**src/rtl/sdr_burst_pkg.sv**
```systemverilog
package sdr_burst_pkg;

   // Field positions inside the stored mode word (decoded by this block).
   localparam int LEN_LSB  = 0;
   localparam int ORD_BIT  = 3;
   localparam int LAT_LSB  = 4;
   localparam int MIN_MODE_W = 7;

   typedef struct packed {
      logic       page;   // whole-page linear burst
      logic       intl;   // interleaved order in force
      logic [2:0] lenm1;  // beats minus one for fixed lengths
   } burst_cfg_t;

   function automatic burst_cfg_t decode_cfg(input logic [2:0] code, input logic ord);
      burst_cfg_t c;
      c.page  = 1'b0;
      c.lenm1 = 3'd0;
      unique case (code)
         3'b001:  c.lenm1 = 3'd1;
         3'b010:  c.lenm1 = 3'd3;
         3'b011:  c.lenm1 = 3'd7;
         3'b111: begin
            c.page  = 1'b1;
            c.lenm1 = 3'd7;
         end
         default: c.lenm1 = 3'd0;
      endcase
      c.intl = ord & ~c.page;
      return c;
   endfunction

endpackage

```
**src/rtl/sdr_mode_store.sv**
```systemverilog
module sdr_mode_store
   import sdr_burst_pkg::*;
#(
   parameter int MODE_W = 12
) (
   input  logic              clk,
   input  logic              rst_n,
   input  logic              mode_wr,
   input  logic [MODE_W-1:0] mode_word,
   output burst_cfg_t        cfg,
   output logic [2:0]        cas_lat
);

   generate
      if (MODE_W < MIN_MODE_W) begin : g_bad_mode_w
         $error("sdr_mode_store: MODE_W must be at least 7");
      end
   endgenerate

   logic [MODE_W-1:0] mode_q;

   always_ff @(posedge clk or negedge rst_n) begin
      if (!rst_n)       mode_q <= '0;
      else if (mode_wr) mode_q <= mode_word;
   end

   assign cfg     = decode_cfg(mode_q[LEN_LSB +: 3], mode_q[ORD_BIT]);
   assign cas_lat = mode_q[LAT_LSB +: 3];

   AST_LAT_FOLLOWS_WRITE: assert property (@(posedge clk) disable iff (!rst_n)
      mode_wr |=> cas_lat == $past(mode_word[LAT_LSB +: 3]));

endmodule

```
**src/rtl/sdr_beat_ctrl.sv**
```systemverilog
module sdr_beat_ctrl
   import sdr_burst_pkg::*;
#(
   parameter int COL_W = 9
) (
   input  logic             clk,
   input  logic             rst_n,
   input  logic             start,
   input  logic [COL_W-1:0] start_col,
   input  logic             stop,
   input  burst_cfg_t       cfg,
   output logic             active,
   output logic [COL_W-1:0] beat,
   output logic [COL_W-1:0] base,
   output burst_cfg_t       cfg_q,
   output logic             last
);

   localparam int PAD_W = COL_W - 3;

   assign last = active & ~cfg_q.page & (beat == {{PAD_W{1'b0}}, cfg_q.lenm1});

   always_ff @(posedge clk or negedge rst_n) begin
      if (!rst_n) begin
         active <= 1'b0;
         beat   <= '0;
         base   <= '0;
         cfg_q  <= '0;
      end else if (start) begin
         active <= 1'b1;
         beat   <= '0;
         base   <= start_col;
         cfg_q  <= cfg;
      end else if (stop) begin
         active <= 1'b0;
      end else if (active) begin
         if (last) active <= 1'b0;
         else      beat   <= beat + 1'b1;
      end
   end

   AST_BEAT_STEPS: assert property (@(posedge clk) disable iff (!rst_n)
      active && !start && !stop && !last |=> active && beat == $past(beat) + 1'b1);

   AST_CFG_HELD: assert property (@(posedge clk) disable iff (!rst_n)
      active && !start |=> cfg_q == $past(cfg_q));

endmodule

```
**src/rtl/sdr_col_order.sv**
```systemverilog
module sdr_col_order
   import sdr_burst_pkg::*;
#(
   parameter int COL_W       = 9,
   parameter bit SUPPORT_INTL = 1'b1
) (
   input  logic             active,
   input  logic [COL_W-1:0] base,
   input  logic [COL_W-1:0] beat,
   input  burst_cfg_t       cfg_q,
   output logic [COL_W-1:0] col
);

   logic [COL_W-1:0] msk;
   logic [COL_W-1:0] lin;
   logic [COL_W-1:0] xor_col;
   logic [COL_W-1:0] sum;
   logic             use_x;

   assign sum = base + beat;

   generate
      for (genvar i = 0; i < COL_W; i++) begin : g_bit
         if (i < 3) begin : g_low
            assign msk[i] = cfg_q.page | cfg_q.lenm1[i];
         end else begin : g_high
            assign msk[i] = cfg_q.page;
         end
         assign lin[i]     = msk[i] ? sum[i]            : base[i];
         assign xor_col[i] = msk[i] ? base[i] ^ beat[i] : base[i];
      end

      if (SUPPORT_INTL) begin : g_intl
         assign use_x = cfg_q.intl;
      end else begin : g_lin_only
         assign use_x = 1'b0;
      end
   endgenerate

   assign col = active ? (use_x ? xor_col : lin) : '0;

endmodule

```
**src/rtl/sdr_burst_colgen.sv**
```systemverilog
module sdr_burst_colgen
   import sdr_burst_pkg::*;
#(
   parameter int COL_W        = 9,
   parameter int MODE_W       = 12,
   parameter bit SUPPORT_INTL = 1'b1
) (
   input  logic              clk,
   input  logic              rst_n,
   input  logic              mode_wr,
   input  logic [MODE_W-1:0] mode_word,
   input  logic              start,
   input  logic [COL_W-1:0]  start_col,
   input  logic              stop,
   output logic [COL_W-1:0]  col_out,
   output logic              col_valid,
   output logic              col_last,
   output logic [2:0]        cas_lat
);

   generate
      if (COL_W < 3 || COL_W > 16) begin : g_bad_col_w
         $error("sdr_burst_colgen: COL_W must lie in 3..16");
      end
   endgenerate

   burst_cfg_t       cfg;
   burst_cfg_t       cfg_q;
   logic             active;
   logic [COL_W-1:0] beat;
   logic [COL_W-1:0] base;
   logic             last;

   sdr_mode_store #(.MODE_W(MODE_W)) i_mode (
      .clk       (clk),
      .rst_n     (rst_n),
      .mode_wr   (mode_wr),
      .mode_word (mode_word),
      .cfg       (cfg),
      .cas_lat   (cas_lat)
   );

   sdr_beat_ctrl #(.COL_W(COL_W)) i_ctrl (
      .clk       (clk),
      .rst_n     (rst_n),
      .start     (start),
      .start_col (start_col),
      .stop      (stop),
      .cfg       (cfg),
      .active    (active),
      .beat      (beat),
      .base      (base),
      .cfg_q     (cfg_q),
      .last      (last)
   );

   sdr_col_order #(.COL_W(COL_W), .SUPPORT_INTL(SUPPORT_INTL)) i_order (
      .active (active),
      .base   (base),
      .beat   (beat),
      .cfg_q  (cfg_q),
      .col    (col_out)
   );

   assign col_valid = active;
   assign col_last  = last;

   AST_LAST_HAS_VALID: assert property (@(posedge clk) disable iff (!rst_n)
      col_last |-> col_valid);

   AST_LAST_ENDS: assert property (@(posedge clk) disable iff (!rst_n)
      col_last && !start |=> !col_valid);

   AST_START_LOADS: assert property (@(posedge clk) disable iff (!rst_n)
      start |=> col_valid && col_out == $past(start_col));

   AST_STOP_ENDS: assert property (@(posedge clk) disable iff (!rst_n)
      stop && !start |=> !col_valid);

   AST_UPPER_HELD: assert property (@(posedge clk) disable iff (!rst_n)
      col_valid && $past(col_valid) && !$past(start) && !cfg_q.page
      |-> col_out[COL_W-1:3] == $past(col_out[COL_W-1:3]));

endmodule

```
**config.mk**
```make
export PLATFORM = sky130hd
export DESIGN_NAME = sdr_burst_colgen
export DESIGN_NICKNAME = d
export VERILOG_FILES = /design/src/rtl/sdr_burst_pkg.sv /design/src/rtl/sdr_mode_store.sv /design/src/rtl/sdr_beat_ctrl.sv /design/src/rtl/sdr_col_order.sv /design/src/rtl/sdr_burst_colgen.sv
export SDC_FILE = /design/constraint.sdc
export NUM_CORES = 1
export LEC_CHECK = 0
export ABC_AREA = 1
export ABC_CLOCK_PERIOD_IN_PS = 2500
export BUFFER_PORTS_ARGS = -buffer_cell sky130_fd_sc_hd__buf_2
export CORE_UTILIZATION = 55
export CTS_CLUSTER_SIZE = 12
export DETAILED_ROUTE_END_ITERATION = 8
export PLACE_DENSITY_LB_ADDON = 0.12
export SLEW_MARGIN = 20
export SYNTH_ARGS = -nofsm -noshare
export SYNTH_HDL_FRONTEND = slang
export SYNTH_SLANG_ARGS = --single-unit
```
**constraint.sdc**
```tcl
create_clock -name clk -period 2.5 [get_ports clk]
set_input_delay 0.5 -clock clk [delete_from_list [all_inputs] [get_ports clk]]
set_output_delay 0.5 -clock clk [all_outputs]
set_load 0.005 [all_outputs]
```
==> summary.md, run 1 <==
| Metric | Value |
|---|---|
| Outcome | finished clean |
| Clock Tree Root | clkbuf_8 |
| Multi-input gate area | 1160 um^2 |
| Die H | 64.2 um |
| Port buffer count | 34 |
| Slew HR | 54.4% |
| Final hold slack | 236 ps |
| Placed insts | 374 |
| Slew @ Worst Pin | 684 ps |
| Area grow syn2layout | 15.4% |
| Largest net degree at the start of global routing | 32 |
| Final setup viols | 0 |
| Post-Syn Instances | 299 |
| Layout cell share with drive strength beyond 1 | 21.5% |
| Worst setup SP type | register |
| YS warnings | 0 |
| PwrDens | 510 nW/um^2 |
| Num CTS Buffers | 5 |
| Clock Skew | 5.88 ps |
| Worst setup margin | 108 ps |
| DR iter-0 viols | 151 |
| FF+latch area | 779 um^2 |
| Most frequent cells in the layout | nand2_1 (96), inv_1 (41), buf_2 (34) |
| Antenna-violating nets left | 0 |
| Rows | 22 |
| Core ar. | 3690 um^2 |
| Routed WL | 4.78 mm |
| Final hold violation count | 0 |
| Total track usage | 26.5% |
| Die Footprint | 4120 um^2 |
| Setup TNS | 0 ps |
| Clock slew at reported path FFs | 70 ps |
| Pre-CTS setup slack | 259 ps |
| Tot Pwr | 0.00125 W |
| Post-synth top area cell | dfrtp_1 |
| Worst skew pair latency | 290 ps |
| Final std cells w/o fill | 383 |
| Worst VDD drop | 0.000465 V |
| Maxcap violations | 0 |
| Drt pass-1 iters | 4 |
| First-pass GRT wire length | 8.26 mm |
| CP required | 2000 ps |
| RSZ-0062 raised after global routing | true |
| Number of global-route vias before repair | 1816 |
| WL/cell | 12.5 um |
| Syn avg cell area | 7.12 um^2 |
| Maximum fanout along the worst path | 3 |
| Die X-Extent | 64.2 um |
| Vias per Instance | 5.26 |
| Final slew viol count | 0 |
| Highest clock rate | 418 MHz |
| Number of clock sinks | 31 |
| Number of synthesized register bits | 31 |
| CP arrival | 1890 ps |
| Initial Util | 57.7% |
| Vias | 2013 |
| GP Congestion | 0.908 |
| Hold Crit Class | in -> async |
| Net Count, Synth | 335 |
| Detailed-route DRC error count | 0 |
| Setup CP Type | reg -> out |
| Max Buffers Root-to-Sink | 2 |
| Main area contributors after synthesis | dfrtp_1 (36%), nand2_1 (17%), inv_1 (7.2%), nand3_1 (5.6%), ha_1 (5.3%) |
| H-tree depth | 2 |
| N_diodes | 0 |
| Fin nets | 370 |
| Distinct cells, synth | 32 |
| CP endpoint kind | primary output |
| Initial antenna violation count | 0 |
| Fillers | 345 |
| I/O Pins | 40 |
| Minimum clock period | 2390 ps |
| Seq/Total Area, Yosys | 36.4% |
| CTS tree | built |
| Mapped cell area | 2130 um^2 |
| DP Wirelength | 3.46 mm |
| Period Utilization, post-route | 95.7% |
| GRT Residual Overflow | 0 |
| Share of the synthesized area in the top cell type | 36.4% |
| Pleak | 1.34 nW |
| Most common cell after layout, fill and taps aside | nand2_1 |
## registers in the layout (all words and copies together), names as in the netlist
signal	flops
i_ctrl.base	9
i_ctrl.cfg_q	5
i_mode.mode_q	7
i_ctrl.active	1
i_ctrl.beat	9
## worst max-delay path, stage by stage (launching register included)
cell	delay (ps)
dfrtp_1	390
ha_2	210
fa_2	350
nand3_2	90
nand2_2	90
nand2_2	80
nand2_1	50
nand2_1	60
nand3_1	60
nand2_1	70
inv_1	30
buf_2	110
## per-layer routing
metal | track usage, % | part of all wire, %
met2 | 41.6 | 47
met1 | 35.1 | 46
met3 | 5.00 | 4.0
met4 | 12.8 | 2.5
met5 | 0 | 0
## where the power goes
group          switching [W]  internal [W]  leakage (nW)
sequential         0.0000367      0.000540         0.382
combinational       0.000166      0.000116         0.920
clock               0.000199      0.000194        0.0412
total               0.000402      0.000851          1.34
## final timing paths
path	slack, ps	cells after the start	startpoint	end
worst max-delay path	110	11	i_ctrl.base[0]	col_out[8]
worst min-delay path	240	1	rst_n	i_ctrl.beat[7]
worst max register to register	1020	7	i_ctrl.cfg_q[4]	i_ctrl.beat[1]
worst min register to register	510	2	i_ctrl.base[6]	i_ctrl.base[6]
max in group asynchronous	1770	1	rst_n	i_ctrl.beat[1]
min in group clk	410	3	start_col[8]	i_ctrl.base[8]
## metrics by stage
step | area (um^2) | utilization (%)
finish | 2460 | 66.6
global route | 2460 | 66.6
CTS | 2410 | 65.5
detailed placement | 2320 | 62.8
global placement | 2320 | 62.8
floorplan | 2130 | -
## timing repair
item | CTS | global route
endpoints found under the setup margin | 3 | 5
resized for setup | 2 | 10
hold buffers | 0 | 0
setup buffers | 1 | 0
## layout make-up
cell class                 instances  share of cell area (%)
multi-input combinational        214                    47.4
tap                               48                    2.45
clock inverter                     2                   0.509
inverter                          45                    7.08
timing repair buffer              37                    7.85
sequential                        31                    31.7
clock buffer                       6                    2.95
## cells by family after synthesis
kind of cell             share of synthesized area [%]
multiplexers                                      2.65
buffers and inverters                             10.8
XOR/XNOR                                          1.65
AO/OA/AOI/OAI                                     8.52
adder cells (fa/ha/maj)                           6.23
flip-flops                                        36.4
AND/OR/NAND/NOR                                   33.7
## Yosys cell counts
library cell  instances
nand3_1              24
nand4_1              10
a311oi_1              1
nand2_2               2
inv_2                 3
nor3_1                3
clkinv_4              1
o21ai_0              11
nor2_1               20
buf_6                 1
nand2_1              98
nor2_2                3
nor3_4                1
a21oi_1              10
o21a_1                2
nand3_4               1
nand2_4               1
buf_2                 3
a22oi_1               1
buf_1                 1
clkbuf_1              1
o21bai_1              1
mux2_2                5
xnor2_1               1
ha_1                  9
dfrtp_1              31
o22ai_1               5
buf_4                 3
fa_1                  1
xor2_1                3
a31oi_1               1
inv_1                41
Power figures use the tool's default switching activity.
==> run 2, diff against run 1 <==
--- a/config.mk
+++ b/config.mk
@@ -15,4 +15,5 @@
 export SLEW_MARGIN = 20
 export SYNTH_ARGS = -nofsm -noshare
 export SYNTH_HDL_FRONTEND = slang
+export SYNTH_HIERARCHICAL = 1
 export SYNTH_SLANG_ARGS = --single-unit
==> summary.md, run 2 <==
| Metric | Value |
|---|---|
| Final hold slack | 257 ps (was 236 ps) |
| Slew HR | 53.7% (was 54.4%) |
| CP required | 2000 ps (about the same) |
| Distinct cells, synth | 32 (unchanged) |
| Number of clock sinks | 31 (unchanged) |
| Most frequent cells in the layout | nand2_1 (107), inv_1 (47), buf_2 (34) (was nand2_1 (96), inv_1 (41), buf_2 (34)) |
| Maxcap violations | 0 (unchanged) |
| Hold Crit Class | in -> async (unchanged) |
| Syn avg cell area | 6.81 um^2 (was 7.12 um^2) |
| CTS Hold Bufs | 0 (unchanged) |
| RSZ-0062 raised after global routing | true (unchanged) |
| Vias per Instance | 5.09 (was 5.26) |
| First-pass GRT wire length | 8.07 mm (was 8.26 mm) |
| Top Registers | i_ctrl/base (9), i_ctrl/beat (9), i_mode/mode_q (7) (was i_ctrl.base (9), i_ctrl.beat (9), i_mode.mode_q (7)) |
| Setup TNS | 0 ps (unchanged) |
| Largest net degree at the start of global routing | 32 (unchanged) |
| Most common cell after layout, fill and taps aside | nand2_1 (unchanged) |
| Seq/Total Area, Yosys | 35.4% (was 36.4%) |
| Net Count, Synth | 358 (was 335) |
| Worst setup SP type | register (unchanged) |
| Sum of buffers and inverters on the critical path | 2 (unchanged) |
| Tot Pwr | 0.00125 W (about the same) |
| Die X-Extent | 65.1 um (was 64.2 um) |
| Post-synth ARST share | 100% (unchanged) |
| Number of synthesized flops with an enable pin | 0 (unchanged) |
| Post-synth top cells | nand2_1 (107), inv_1 (47), dfrtp_1 (31), nor2_1 (28), nand3_1 (25) (was nand2_1 (98), inv_1 (41), dfrtp_1 (31), nand3_1 (24), nor2_1 (20)) |
| CP endpoint kind | primary output (unchanged) |
| Number of synthesized register bits | 31 (unchanged) |
| Main area contributors after synthesis | dfrtp_1 (35%), nand2_1 (18%), inv_1 (8.0%), nand3_1 (5.7%), ha_1 (5.1%) (was dfrtp_1 (36%), nand2_1 (17%), inv_1 (7.2%), nand3_1 (5.6%), ha_1 (5.3%)) |
| CTS tree | built (unchanged) |
| Detailed-route DRC error count | 0 (unchanged) |
| Pre-CTS setup slack | 228 ps (was 259 ps) |
| Rows | 22 (unchanged) |
| Maximum fanout along the worst path | 3 (unchanged) |
| Number of global-route vias before repair | 1908 (was 1816) |
| Most frequent CP cell | nand2_1 (unchanged) |
| Fin nets | 392 (was 370) |
| CP top delay family | adder cells (unchanged) |
| DP Wirelength | 3.45 mm (was 3.46 mm) |
| Post-synth top area cell | dfrtp_1 (unchanged) |
| Worst VDD drop | 0.000389 V (was 0.000465 V) |
| Area grow syn2layout | 12.8% (was 15.4%) |
| Highest clock rate | 412 MHz (was 418 MHz) |
| Most frequent cell after synthesis | nand2_1 (unchanged) |
| WL/cell | 11.6 um (was 12.5 um) |
| Core ar. | 3740 um^2 (was 3690 um^2) |
| Mapped cell area | 2190 um^2 (was 2130 um^2) |
| Die Footprint | 4240 um^2 (was 4120 um^2) |
| Synth Flop Type | dfrtp_1 (unchanged) |
| Die H | 65.1 um (was 64.2 um) |
| Num CTS Buffers | 5 (unchanged) |
| CP Cell Sequence | ha_2, fa_2, nand2_1, nand2_1, nand3_1, nand2_1, nand2_1, nand3_1, nand2_1, inv_1, buf_2 (was ha_2, fa_2, nand3_2, nand2_2, nand2_2, nand2_1, nand2_1, nand3_1, nand2_1, inv_1, buf_2) |
| Routed WL | 4.68 mm (was 4.78 mm) |
| DR iter-0 viols | 129 (was 151) |
| GP Congestion | 0.845 (was 0.908) |
| Period Utilization, post-route | 97.0% (was 95.7%) |
| Final hold violation count | 0 (unchanged) |
| Port buffer count | 34 (unchanged) |
| Final setup viols | 0 (unchanged) |
| CP arrival | 1920 ps (was 1890 ps) |
| PwrDens | 506 nW/um^2 (was 510 nW/um^2) |
| Clock Skew | 8.97 ps (was 5.88 ps) |
| Drt pass-1 iters | 5 (was 4) |
| Post-Syn Instances | 322 (was 299) |
| Clock slew at reported path FFs | 60 ps (was 70 ps) |
| Outcome | finished clean (unchanged) |
| Total track usage | 24.7% (was 26.5%) |
| Slew @ Worst Pin | 695 ps (was 684 ps) |
| Setup CP Type | reg -> out (unchanged) |
| Max Buffers Root-to-Sink | 2 (unchanged) |
| Minimum clock period | 2420 ps (was 2390 ps) |
| Pleak | 1.43 nW (was 1.34 nW) |
| Slowest cell delay on critical path | 400 ps (was 390 ps) |
| Crit-path slowest cell | dfrtp_1 (unchanged) |
| N_diodes | 0 (unchanged) |
| Initial antenna violation count | 0 (unchanged) |
| Layout cell share with drive strength beyond 1 | 17.9% (was 21.5%) |
| YS warnings | 6 (was 0) |
| Initial Util | 58.6% (was 57.7%) |
| Share of the synthesized area in the top cell type | 35.4% (was 36.4%) |
| H-tree depth | 2 (unchanged) |
| Antenna-violating nets left | 0 (unchanged) |
| Final slew viol count | 0 (unchanged) |
| GRT Residual Overflow | 0 (unchanged) |
| Vias | 2063 (was 2013) |
| Worst setup margin | 75.7 ps (was 108 ps) |
| Worst skew pair latency | 280 ps (was 290 ps) |
| Clock Tree Root | clkbuf_8 (unchanged) |
| I/O Pins | 40 (unchanged) |
run 2: changes by cell type in the layout (fill, tap and decap cells not counted), moves of 3 or more:
cell,change
o22ai_1,-5
inv_1,+6
nand2_1,+11
nand2_2,-3
a21oi_1,-3
mux2_2,-5
nor2_1,+8
o21ai_0,+3
o21ai_2,+3
nand3b_1,+3
run 2: per-stage QoR:
| step | std cells | area, um^2 | util [%] |
|---|---|---|---|
| after floorplan | 322 | 2190 | - |
| after detailed placement | 395 | 2360 | 63.1 |
| final | 405 | 2470 | 66.0 |
| after global routing | 405 | 2470 | 66.0 |
| after global placement | 395 | 2360 | 63.1 |
| after CTS | 405 | 2470 | 65.9 |
run 2: where the power goes:
part	leakage, nW	switching [W]	total, W	internal (W)
Clock	0.0412	0.000187	0.000381	0.000194
Combinational	0.998	0.000169	0.000289	0.000119
Sequential	0.392	0.0000414	0.000580	0.000539
run 2: worst paths after layout:
kind	start	to	depth (start not counted)	slack, ps
min	rst_n	i_mode/mode_q[0]	1	260
max in group asynchronous	rst_n	i_ctrl/beat[2]	1	1750
min reg2reg	i_ctrl/base[8]	i_ctrl/base[8]	2	520
min in group clk	mode_word[4]	i_mode/mode_q[4]	3	410
max	i_ctrl/base[0]	col_out[8]	11	80
max reg2reg	i_ctrl/cfg_q[4]	i_ctrl/beat[5]	8	930
run 2: repair_timing:
item	4_1_cts	5_1_grt
setup endpoints to repair	3	6
setup buffers	2	0
pin swaps	0	1
cloned	0	0
resized for setup	2	3
run 2: area by class of cell:
| type | instances | area [um^2] |
|---|---|---|
| repair buffers | 39 | 208 |
| multi-input cells | 230 | 1160 |
| clock inverters | 2 | 12.5 |
| clock buffers | 6 | 72.6 |
| well taps | 48 | 60.1 |
| flip-flops and latches | 31 | 778 |
| inverters | 49 | 184 |
| fillers | 354 | 1270 |
run 2: cells by family (layout without fill, tap and decap cells):
group           count (synthesis)  after routing  share of synthesized area, %
flops                          31             31                          35.4
xor+xnor                        5              5                          2.00
buf+inv                        61             96                          12.2
compound gates                 29             29                          7.65
fa+ha+maj                      10             10                          6.05
simple gates                  186            186                          36.8
run 2: routing by layer:
layer	up-vias	global-route usage (%)	part of all wire (%)
li1	1075	-	-
met1	944	31.6	48
met2	40	41.0	47
met3	4	5.03	3.7
met4	0	9.78	1.0
met5	-	0	0
==> run 3, diff against run 2 <==
--- a/config.mk
+++ b/config.mk
@@ -11,6 +11,8 @@
 export CORE_UTILIZATION = 55
 export CTS_CLUSTER_SIZE = 12
 export DETAILED_ROUTE_END_ITERATION = 8
+export GPL_ROUTABILITY_DRIVEN = 0
+export GPL_TIMING_DRIVEN = 0
 export PLACE_DENSITY_LB_ADDON = 0.12
 export SLEW_MARGIN = 20
 export SYNTH_ARGS = -nofsm -noshare
==> summary.md, run 3 (synthesized netlist as in run 2, its figures left out) <==
| Metric | Value |
|---|---|
| Setup TNS | 0 ps (unchanged) |
| R2r endpoint | i_ctrl/beat[5] (unchanged) |
| Final hold slack | 259 ps (was 257 ps) |
| Slew @ Worst Pin | 701 ps (was 695 ps) |
| Most common cell after layout, fill and taps aside | nand2_1 (unchanged) |
| Period Utilization, post-route | 95.5% (was 97.0%) |
| Vias per Instance | 5.08 (was 5.09) |
| CP Cell Sequence | ha_2, fa_2, nand2_1, nand2_2, nand3b_1, nand3_1, nand2_1, nor2_1, nor2_1, buf_2 (was ha_2, fa_2, nand2_1, nand2_1, nand3_1, nand2_1, nand2_1, nand3_1, nand2_1, inv_1, buf_2) |
| CP required | 2000 ps (about the same) |
| Top Registers | i_ctrl/base (9), i_ctrl/beat (9), i_mode/mode_q (7) (unchanged) |
| CTS Hold Bufs | 0 (unchanged) |
| Critical Path Sink | col_out[6] (was col_out[8]) |
| Crit-path slowest cell | dfrtp_1 (unchanged) |
| Final setup viols | 0 (unchanged) |
| Number of clock sinks | 31 (unchanged) |
| Largest net degree at the start of global routing | 32 (unchanged) |
| Slew HR | 53.2% (was 53.7%) |
| Tot Pwr | 0.00126 W (was 0.00125 W) |
| Maximum fanout along the worst path | 3 (unchanged) |
| Num CTS Buffers | 5 (unchanged) |
| DR iter-0 viols | 99 (was 129) |
| Detailed-route DRC error count | 0 (unchanged) |
| First-pass GRT wire length | 8.27 mm (was 8.07 mm) |
| Clock Tree Root | clkbuf_8 (unchanged) |
| Layout cell share with drive strength beyond 1 | 19.0% (was 17.9%) |
| N_diodes | 0 (unchanged) |
| Pleak | 1.46 nW (was 1.43 nW) |
| Antenna-violating nets left | 0 (unchanged) |
| Clk pwr share | 30.4% (was 30.5%) |
| DP Wirelength | 3.47 mm (was 3.45 mm) |
| Setup CP Type | reg -> out (unchanged) |
| Die X-Extent | 65.1 um (unchanged) |
| Reg2reg path depth | 5 (was 8) |
| Pint | 0.000861 W (was 0.000852 W) |
| WL/cell | 11.5 um (was 11.6 um) |
| CTS tree | built (unchanged) |
| Reg power frac | 46.0% (was 46.4%) |
| I/O Pins | 40 (unchanged) |
| Worst setup path start | i_ctrl/base[0] (unchanged) |
| Highest clock rate | 419 MHz (was 412 MHz) |
| Comb pwr share | 23.6% (was 23.1%) |
| Worst skew pair latency | 280 ps (about the same) |
| Minimum clock period | 2390 ps (was 2420 ps) |
| Worst setup margin | 112 ps (was 75.7 ps) |
| Flop2flop setup slack | 1020 ps (was 930 ps) |
| Die H | 65.1 um (unchanged) |
| Worst setup SP type | register (unchanged) |
| Final slew viol count | 0 (unchanged) |
| Clock slew at reported path FFs | 60 ps (about the same) |
| CP endpoint kind | primary output (unchanged) |
| Hold Crit Class | in -> async (unchanged) |
| Rows | 22 (unchanged) |
| Routed WL | 4.72 mm (was 4.68 mm) |
| Total track usage | 25.6% (was 24.7%) |
| Maxcap violations | 0 (unchanged) |
| Area grow syn2layout | 15.0% (was 12.8%) |
| Initial Util | 58.6% (unchanged) |
| Psw | 0.000396 W (was 0.000398 W) |
| RSZ-0062 raised after global routing | false (was true) |
| Vias | 2095 (was 2063) |
| Slowest cell delay on critical path | 400 ps (about the same) |
| CP arrival | 1890 ps (was 1920 ps) |
| Initial antenna violation count | 0 (unchanged) |
| Final hold violation count | 0 (unchanged) |
| Pre-CTS setup slack | 223 ps (was 228 ps) |
| Drt pass-1 iters | 4 (was 5) |
| Outcome | finished clean (unchanged) |
| Most frequent cells in the layout | nand2_1 (106), inv_1 (47), buf_2 (36) (was nand2_1 (107), inv_1 (47), buf_2 (34)) |
| Worst VDD drop | 0.000360 V (was 0.000389 V) |
| Clock Skew | 4.43 ps (was 8.97 ps) |
| Fin nets | 399 (was 392) |
| Die Footprint | 4240 um^2 (unchanged) |
| Port buffer count | 33 (was 34) |
| Core ar. | 3740 um^2 (unchanged) |
| Max Buffers Root-to-Sink | 2 (unchanged) |
| H-tree depth | 2 (unchanged) |
| Reg2Reg Launch Point | i_ctrl/active (was i_ctrl/cfg_q[4]) |
| PwrDens | 499 nW/um^2 (was 506 nW/um^2) |
| Switching share of power | 31.5% (was 31.8%) |
| GRT Residual Overflow | 0 (unchanged) |
| Number of global-route vias before repair | 1915 (was 1908) |
==> run 3: cell count changes in the layout (fill, tap and decap cells not counted), sizes merged <==
cell      delta
buf          +5
clkinvlp     -1
clkbuf       +3
==> run 3: worst max-delay path: cells and delay by family (launching register included) <==
kind	cells	cell delay (ps)
buffers and inverters	1	110
adders and majority gates	2	570
DFF	1	400
and+or+nand+nor	7	530
==> run 3: power groups by stage <==
stage               clock network, W  registers [W]  logic, W
global route                0.000414       0.000585  0.000339
global placement                   0       0.000589  0.000282
detailed placement                 0       0.000590  0.000288
finish                      0.000382       0.000579  0.000296
floorplan                          0       0.000578  0.000198
CTS                         0.000390       0.000578  0.000296
==> run 3: cell type report <==
type / count / area [um^2]
Buffer: 12 / 82.6
Clock buffer: 7 / 76.3
Clock inverter: 1 / 5.00
Fill cell: 349 / 1220
Inverter: 49 / 184
Multi-Input combinational cell: 230 / 1160
Sequential cell: 31 / 778
Tap cell: 48 / 60.1
Timing Repair Buffer: 34 / 173
==> run 3: stage by stage <==
stage / instances / utilization [%] / cell area, um^2
after floorplan: 322 / - / 2190
after global placement: 403 / 64.6 / 2420
after detailed placement: 403 / 64.6 / 2420
after CTS: 412 / 67.0 / 2510
after global routing: 412 / 67.3 / 2520
final: 412 / 67.3 / 2520
==> run 3: worst min path at each step <==
stage                                start          endpoint  slack (ps)  cells after the start
after global placement    i_mode/mode_q[4]  i_mode/mode_q[4]         490                      2
after floorplan                      rst_n     i_ctrl/active         200                      0
final                                rst_n  i_mode/mode_q[5]         260                      1
after detailed placement    i_ctrl/base[5]    i_ctrl/base[5]         500                      2
after global routing                 rst_n  i_mode/mode_q[5]         320                      1
after CTS                            rst_n  i_mode/mode_q[0]         280                      1
==> run 3: repair_timing <==
action / 4_1_cts / 5_1_grt
setup buffers: 1 / 0
pin swaps: 0 / 1
setup endpoints to repair: 3 / 2
gates resized for setup: 2 / 4
==> run 3: metal layers <==
layer	up-vias	GRT usage (%)	wire length, um
li1	1084	-	-
met3	6	4.69	160
met4	0	8.97	63
met1	972	33.5	2310
met5	-	0	0
met2	33	42.6	2190
